File: src/rtl/bra_pkg.sv
package bra_pkg;
    localparam int DATA_W = 16;
    localparam int BYTE_W = DATA_W / 2;

    typedef enum logic [3:0] {
        FN_SUB2  = 4'd0,
        FN_SUB1  = 4'd1,
        FN_ADD1  = 4'd2,
        FN_ADD2  = 4'd3,
        FN_COPY  = 4'd4,
        FN_AND   = 4'd5,
        FN_OR    = 4'd6,
        FN_XOR   = 4'd7,
        FN_ADDLO = 4'd8,
        FN_SUBLO = 4'd9,
        FN_HADDC = 4'd10,
        FN_HADDB = 4'd11,
        FN_HI2LO = 4'd12,
        FN_LO2HI = 4'd13,
        FN_IO0   = 4'd14,
        FN_IO1   = 4'd15
    } alu_fn_e;
endpackage

File: src/rtl/bra_step_unit.sv
// Full-width +/-1, +/-2 of the source operand, plus plain copy.
module bra_step_unit #(
    parameter int DW = 16
) (
    input  logic [DW-1:0] src,
    input  logic [2:0]    sel,
    output logic [DW-1:0] out
);
    localparam logic [DW-1:0] ONE = DW'(1);
    localparam logic [DW-1:0] TWO = DW'(2);

    always_comb begin
        unique case (sel)
            3'd0:    out = src - TWO;
            3'd1:    out = src - ONE;
            3'd2:    out = src + ONE;
            3'd3:    out = src + TWO;
            default: out = src;
        endcase
    end
endmodule

File: src/rtl/bra_logic_unit.sv
// Byte-wide bitwise operations; upper half of the result is cleared.
module bra_logic_unit #(
    parameter int DW = 16
) (
    input  logic [DW/2-1:0] a_lo,
    input  logic [DW/2-1:0] b_lo,
    input  logic [1:0]      sel,
    output logic [DW-1:0]   out
);
    localparam int BW = DW / 2;
    logic [BW-1:0] byte_res;

    always_comb begin
        unique case (sel)
            2'd0:    byte_res = a_lo & b_lo;
            2'd1:    byte_res = a_lo | b_lo;
            default: byte_res = a_lo ^ b_lo;
        endcase
        out = {{BW{1'b0}}, byte_res};
    end
endmodule

File: src/rtl/bra_arith_unit.sv
// Wide add/sub of a zero-extended byte, and the two high-byte adds.
module bra_arith_unit #(
    parameter int DW = 16
) (
    input  logic [DW-1:0]   a,
    input  logic [DW/2-1:0] b_lo,
    input  logic [1:0]      sel,
    output logic [DW-1:0]   out
);
    localparam int BW = DW / 2;

    logic [DW-1:0] b_ext;
    logic [BW:0]   hsum;
    logic          carry;
    logic [BW-1:0] carry_byte;
    logic [BW-1:0] borrow_byte;

    always_comb begin
        b_ext       = {{BW{1'b0}}, b_lo};
        hsum        = {1'b0, a[DW-1:BW]} + {1'b0, b_lo};
        carry       = hsum[BW];
        carry_byte  = {{(BW-1){1'b0}}, carry};
        borrow_byte = carry ? {BW{1'b0}} : {BW{1'b1}};
        unique case (sel)
            2'd0:    out = a + b_ext;
            2'd1:    out = a - b_ext;
            2'd2:    out = {carry_byte, hsum[BW-1:0]};
            default: out = {borrow_byte, hsum[BW-1:0]};
        endcase
    end
endmodule

File: src/rtl/bra_half_unit.sv
// Byte transfers between halves; the untouched half of the destination is kept.
module bra_half_unit #(
    parameter int DW = 16
) (
    input  logic [DW-1:0] a,
    input  logic [DW-1:0] b,
    input  logic          hi_to_lo,
    output logic [DW-1:0] out
);
    localparam int BW = DW / 2;

    always_comb begin
        if (hi_to_lo) out = {a[DW-1:BW], b[DW-1:BW]};
        else          out = {b[BW-1:0], a[BW-1:0]};
    end
endmodule

File: src/rtl/byte_reg_alu.sv
module byte_reg_alu
    import bra_pkg::*;
#(
    parameter int DW = DATA_W,
    parameter int IW = 4
) (
    input  logic [DW-1:0] rx_val,
    input  logic [DW-1:0] ry_val,
    input  logic [3:0]    func,
    input  logic [IW-1:0] x_idx,
    input  logic [IW-1:0] y_idx,
    output logic [DW-1:0] result,
    output logic          wr_en
);
    localparam int BW = DW / 2;

    alu_fn_e       fn;
    logic [DW-1:0] step_out, logic_out, arith_out, half_out;
    logic          is_nop;

    assign fn = alu_fn_e'(func);

    bra_step_unit #(.DW(DW)) u_step (
        .src (ry_val),
        .sel (func[2:0]),
        .out (step_out)
    );

    bra_logic_unit #(.DW(DW)) u_logic (
        .a_lo (rx_val[BW-1:0]),
        .b_lo (ry_val[BW-1:0]),
        .sel  (func[1:0] - 2'd1),
        .out  (logic_out)
    );

    bra_arith_unit #(.DW(DW)) u_arith (
        .a    (rx_val),
        .b_lo (ry_val[BW-1:0]),
        .sel  (func[1:0]),
        .out  (arith_out)
    );

    bra_half_unit #(.DW(DW)) u_half (
        .a        (rx_val),
        .b        (ry_val),
        .hi_to_lo (~func[0]),
        .out      (half_out)
    );

    always_comb begin
        is_nop = (fn == FN_COPY) && (x_idx == '0) && (y_idx == '0);
        wr_en  = 1'b1;
        unique case (fn)
            FN_SUB2, FN_SUB1, FN_ADD1, FN_ADD2:   result = step_out;
            FN_COPY: begin
                result = is_nop ? rx_val : step_out;
                wr_en  = ~is_nop;
            end
            FN_AND, FN_OR, FN_XOR:                 result = logic_out;
            FN_ADDLO, FN_SUBLO, FN_HADDC, FN_HADDB: result = arith_out;
            FN_HI2LO, FN_LO2HI:                    result = half_out;
            default: begin
                result = rx_val;
                wr_en  = 1'b0;
            end
        endcase
    end
endmodule

File: config.mk
export PLATFORM = sky130hd
export DESIGN_NAME = byte_reg_alu
export DESIGN_NICKNAME = d
export VERILOG_FILES = /design/src/rtl/bra_pkg.sv /design/src/rtl/bra_step_unit.sv /design/src/rtl/bra_logic_unit.sv /design/src/rtl/bra_arith_unit.sv /design/src/rtl/bra_half_unit.sv /design/src/rtl/byte_reg_alu.sv
export SDC_FILE = /design/constraint.sdc
export NUM_CORES = 1
export LEC_CHECK = 0
export CORE_UTILIZATION = 30
export DETAILED_ROUTE_END_ITERATION = 8
export PLACE_DENSITY = 0.58
export SYNTH_ARGS = -nofsm -noshare
export SYNTH_HDL_FRONTEND = slang
export SYNTH_SLANG_ARGS = --single-unit
File: constraint.sdc
create_clock -name vclk -period 4.24
set_input_delay 0.636 -clock vclk [all_inputs]
set_output_delay 0.636 -clock vclk [all_outputs]
set_load 0.02 [all_outputs]
==> results.py, run 1 <==
metrics = {
    "drt": {
        "vias": 5919,
        "wl_per_cell_um": 18.7,
        "viasPerCell": 5.66,
        "antenna_left": 0,
        "drt_iter0_drc": 438,
        "drt_wl_total_um": 19600,
        "drc_errors": 0,
        "firstDrtPassIters": 5,
    },
    "timing": {
        "slew_violations": 0,
        "worstMarginPinSlew_ns": 0.564,
        "setup_slack_ns": -0.0591,
        "holdWs_ns": 1.96,
        "period_needed_ns": 4.30,
        "hold_viol": 0,
        "maxSlewHeadroom_pct": 62.3,
        "fmax_ghz": 0.233,
        "post-route-period-util_pct": 101,
        "setup_violations": 1,
        "rsz0062_at_grt": "true",
    },
    "synthesis": {
        "syn_area_per_cell_um2": 7.24,
        "syn_inst": 589,
        "synth_area_mm2": 0.00427,
        "synth_area_leaders": "ha_1 22%, nor2_1 4.8%, xnor2_1 4.7%",
        "synth.most_common_cell": "ha_1",
        "synth_fp_nets": 711,
        "synth_cell_types": 86,
        "seq_area_frac_synth_pct": 0,
        "synth_top_area_share_pct": 21.7,
        "synth_area_leader_cell": "ha_1",
        "synth_common_cells": "74 x ha_1, 54 x nor2_1, 40 x a21oi_1, 38 x nand2_1, 36 x o21ai_0",
        "yosysWarnings": 0,
    },
    "floorplanning": {
        "initial_core_util_pct": 30.7,
        "core_area_mm2": 0.0139,
        "rows": 43,
        "dieArea_mm2": 0.0147,
        "ioPinCount": 61,
        "die_h_um": 121,
        "die_w_um": 121,
    },
    "power": {
        "powerDensity_mw_per_mm2": 154,
        "max-vdd-ir-drop_mv": 0.0635,
        "leakagePower_nw": 3.27,
        "design_power_total_mw": 1.08,
    },
    "status": {
        "failed_checks": "setup timing",
        "status": "complete, but fails checks",
    },
    "place": {
        "dp_hpwl_um": 16400,
        "gp_congestion": 0.957,
        "port_buffers": 61,
        "dp_cells": 1034,
    },
    "critical_path": {
        "required_ns": 3.60,
        "crit_top_cell": "buf_6",
        "end_kind": "primary output",
        "worst-path-buf-inv": 4,
        "crit_type": "input port to primary output",
        "cp_max_fo": 3,
        "crit_family": "compound AO/OA/AOI/OAI gates",
        "worstPathCellList": "buf_8, buf_6, nor4_4, buf_4, and3_4, ha_4, mux2i_1, ha_1, o21ai_2, o32a_1, a211oi_2, nor2_1, a211o_1, a31oi_1, a2bb2oi_2, buf_6",
        "crit_path_max_incr_delay_ns": 0.33,
        "cp.arrival_ns": 3.66,
        "slowest_stage": "a211o_1",
        "critPathLaunchType": "input port",
    },
    "final_layout": {
        "multiInputGateArea_mm2": 0.00441,
        "fin_nets": 990,
        "fillers": 1335,
        "nClkBuffers": 0,
        "finalNonFillerCells": 1046,
        "insertedDiodeCount": 0,
        "area_delta_synth_final_pct": 65.4,
        "n_sequential_cell": 0,
        "layout-drive-gt1-share_pct": 38.2,
        "ff_latch_area_um2": 0,
    },
    "global_routing": {
        "grt_pass1_wl_um": 29700,
        "grt_usage_pct": 26.0,
        "antenna_found_initial": 0,
        "grt_max_degree": 16,
        "overflow": 0,
        "grt_pass1_vias": 5724,
    },
    "worst_hold_path": {
        "min_to": "result[8]",
        "hold_class": "input port to primary output",
        "worstHoldStart": "rx_val[8]",
        "holdPathStages": 5,
    },
    "run": {
        "max_cap_violations": 0,
    },
    "clocking": {
        "ctsHoldBuffers": 0,
    },
}
cells in the final DEF, fill, tap and decap left out, types with 6 or more instances in the layout:
cell type        instances
inv_1                   30
buf_4                  228
xnor2_1                 22
o21a_1                  11
a22oi_1                 13
nor2_2                   7
and3_1                   6
nor3_1                  11
nor2_1                  51
mux2i_1                  8
a221oi_1                 8
clkdlybuf4s50_1         38
nor2b_1                  9
a21o_1                  22
o21ai_1                 15
xor2_1                  10
nand3_1                  9
ha_4                     7
o22ai_1                 12
a211oi_1                 6
o211ai_1                 8
ha_1                    63
a211o_1                  6
o21ai_0                 32
nand2_1                 38
a21oi_1                 37
a222oi_1                 6
cell families after synthesis:
kind of cell	synth area share (%)
muxes	2.14
buffers and inverters	4.40
adders and majority gates	23.6
and+or+nand+nor	20.6
xor gates and xnor gates	6.78
AOI/OAI and AO/OA	42.5
stage by stage:
step | TNS, ns | util [%] | setup WS, ns | instance area [µm²]
4_1_cts | -0.0419 | 49.2 | -0.0419 | 6840
3_5_place_dp | -10.05 | 48.3 | -0.956 | 6700
6_report | -0.0591 | 50.8 | -0.0591 | 7060
2_1_floorplan | 0 | - | 0.0322 | 4300
5_1_grt | -0.224 | 50.8 | -0.144 | 7060
3_3_place_gp | -9.13 | 48.3 | -0.888 | 6700
timing repair:
| action | in CTS | in global routing |
|---|---|---|
| gates resized for setup | 97 | 55 |
| buffers inserted | 5 | 7 |
| pin swaps | 21 | 30 |
| endpoints found under the setup margin | 16 | 12 |
layer usage:
layer / part of all wire, % / up-vias / GRT usage, %
met1: 46 / 2814 / 35.5
met5: 0 / - / 0
met3: 5.3 / 39 / 1.36
met4: 3.0 / 0 / 7.87
met2: 46 / 223 / 43.5
li1: - / 2843 / -
area by class of cell:
type	instances	share of cell area [%]
multi-input cells	543	62.5
repair buffers	289	32.5
inverters	34	1.81
well taps	180	3.19
worst max path at each step:
stage,slack [ns],end,depth (start not counted),start
after floorplan,0.03,result[14],14,func[0]
after global placement,-0.89,result[15],16,ry_val[0]
after detailed placement,-0.96,result[15],16,ry_val[1]
after CTS,-0.04,result[15],15,ry_val[2]
after global routing,-0.14,result[15],16,ry_val[0]
final,-0.06,result[15],16,ry_val[0]
power breakdown:
part	switching (mW)	leakage [nW]	internal (mW)
sequential	0	0	0
combinational	0.553	3.27	0.531
clock	0	0	0
total	0.553	3.27	0.531
No activity file was read; power rests on OpenSTA's default activity.
==> run 2: changes to the inputs <==
--- a/config.mk
+++ b/config.mk
@@ -5,9 +5,10 @@
 export SDC_FILE = /design/constraint.sdc
 export NUM_CORES = 1
 export LEC_CHECK = 0
+export CORE_MARGIN = 8
 export CORE_UTILIZATION = 30
 export DETAILED_ROUTE_END_ITERATION = 8
-export PLACE_DENSITY = 0.58
+export PLACE_DENSITY = 0.56
 export SYNTH_ARGS = -nofsm -noshare
 export SYNTH_HDL_FRONTEND = slang
 export SYNTH_SLANG_ARGS = --single-unit
==> constraint.sdc (replaced) <==
create_clock -name vclk -period 4.4
set_input_delay 0.66 -clock vclk [all_inputs]
set_output_delay 0.66 -clock vclk [all_outputs]
set_load 0.02 [all_outputs]
==> results.py, run 2 (synthesized netlist as in run 1, its figures left out) <==
metrics = {
    "timing": {
        "setup_violations": 1,
        "period_needed_ns": 4.40,
        "hold_viol": 0,
        "fmax_ghz": 0.227,
        "post-route-period-util_pct": 100,
        "finalSetupTns_ns": -0.000688,
        "setup_slack_ns": -0.000688,
        "maxSlewHeadroom_pct": 69.1,
        "slew_violations": 0,
        "rsz0062_at_grt": "true",
        "worstMarginPinSlew_ns": 0.459,
    },
    "drt": {
        "firstDrtPassIters": 8,
        "viasPerCell": 5.63,
        "vias": 5800,
        "drt_iter0_drc": 426,
        "wl_per_cell_um": 18.8,
        "drt_wl_total_um": 19400,
        "antenna_left": 0,
        "drc_errors": 0,
    },
    "global_routing": {
        "overflow": 0,
        "grt_pass1_wl_um": 29800,
        "grt_usage_pct": 20.0,
        "grt_max_degree": 16,
        "grt_pass1_vias": 5660,
        "antenna_found_initial": 0,
    },
    "final_layout": {
        "layout_common_cells": "208 x buf_4, 61 x ha_1, 51 x nor2_1",
        "n_sequential_cell": 0,
        "finalNonFillerCells": 1031,
        "nClkBuffers": 0,
        "fin_nets": 975,
        "area_delta_synth_final_pct": 63.9,
        "layout_commonest_cell": "buf_4",
        "layout-drive-gt1-share_pct": 37.5,
        "insertedDiodeCount": 0,
        "ff_latch_area_um2": 0,
    },
    "floorplanning": {
        "rows": 43,
        "initial_core_util_pct": 30.7,
        "dieArea_mm2": 0.0183,
        "core_area_mm2": 0.0139,
        "ioPinCount": 61,
        "die_w_um": 135,
        "die_h_um": 135,
    },
    "run": {
        "max_cap_violations": 0,
    },
    "critical_path": {
        "cp.arrival_ns": 3.74,
        "crit_type": "input port to primary output",
        "end_kind": "primary output",
        "crit_path_max_incr_delay_ns": 0.31,
        "critPathLaunchType": "input port",
        "cp_max_fo": 3,
        "slowest_stage": "or3_1",
        "required_ns": 3.74,
        "crit_top_cell": "buf_6",
        "worstPathCellList": "buf_6, buf_6, nor4_4, buf_4, and3_4, ha_4, mux2i_1, ha_1, buf_6, o21a_1, o211ai_1, a31oi_1, o21a_1, or3_1, a31oi_1, o32ai_2, buf_4",
    },
    "clocking": {
        "ctsHoldBuffers": 0,
    },
    "place": {
        "dp_cells": 1015,
        "port_buffers": 61,
        "dp_hpwl_um": 16100,
        "gp_congestion": 0.970,
    },
    "power": {
        "powerDensity_mw_per_mm2": 148,
        "leakagePower_nw": 3.18,
        "max-vdd-ir-drop_mv": 0.0797,
    },
    "status": {
        "failed_checks": "setup timing",
        "status": "complete, but fails checks",
    },
    "worst_hold_path": {
        "hold_class": "input port to primary output",
    },
}
[run 2: final timing paths]
kind	startpoint	to	depth (start not counted)
hold / removal	ry_val[3]	result[11]	7
setup / recovery	ry_val[0]	result[14]	17
[run 2: cell type report]
cell class         instances  area [µm²]
multi-input cells        543        4450
well taps                180         225
repair buffers           274        2190
fillers                 1350        6890
inverters                 34         128
[run 2: metrics by stage]
step	setup slack (ns)	total power, mW	utilization, %	area, µm²	hold WS (ns)
2_1_floorplan	-0.0788	0.513	-	4280	1.50
3_3_place_gp	-0.725	0.935	47.1	6530	2.58
3_5_place_dp	-0.795	0.950	47.1	6530	2.59
4_1_cts	0.00127	0.987	49.1	6810	2.21
5_1_grt	-0.103	1.11	50.4	6990	2.21
6_report	-0.000688	1.03	50.4	6990	2.17
[run 2: metal layers]
| layer | GRT usage [%] | wire, µm |
|---|---|---|
| met1 | 27.3 | 8640 |
| met2 | 32.7 | 8640 |
| met3 | 1.67 | 1360 |
| met4 | 5.98 | 707 |
| met5 | 0 | 0 |
[run 2: where the power goes]
group	leakage, nW	switching, mW	internal [mW]
sequential	0	0	0
clock	0	0	0
combinational	3.18	0.528	0.504
total	3.18	0.528	0.504
[run 2: critical path, delay by kind of cell]
kind                     cells  cell delay [ns]
buffers and inverters        5             0.70
multiplexers                 1             0.14
AND/OR/NAND/NOR              3             0.73
AO/OA/AOI/OAI                6             1.01
adder cells (fa/ha/maj)      2             0.49
[run 2: timing repair]
action	4_1_cts	5_1_grt
buffers inserted	10	6
cloned	0	0
gates resized for setup	108	41
setup endpoints to repair	13	12
pin swaps	30	34
==> run 3: changes to the inputs <==
--- a/config.mk
+++ b/config.mk
@@ -9,6 +9,7 @@
 export CORE_UTILIZATION = 30
 export DETAILED_ROUTE_END_ITERATION = 8
 export PLACE_DENSITY = 0.56
+export SLEW_MARGIN = 20
 export SYNTH_ARGS = -nofsm -noshare
 export SYNTH_HDL_FRONTEND = slang
 export SYNTH_SLANG_ARGS = --single-unit
==> results of run 3 <==
The final DEF is identical to that of run 2; final timing and power are the same.
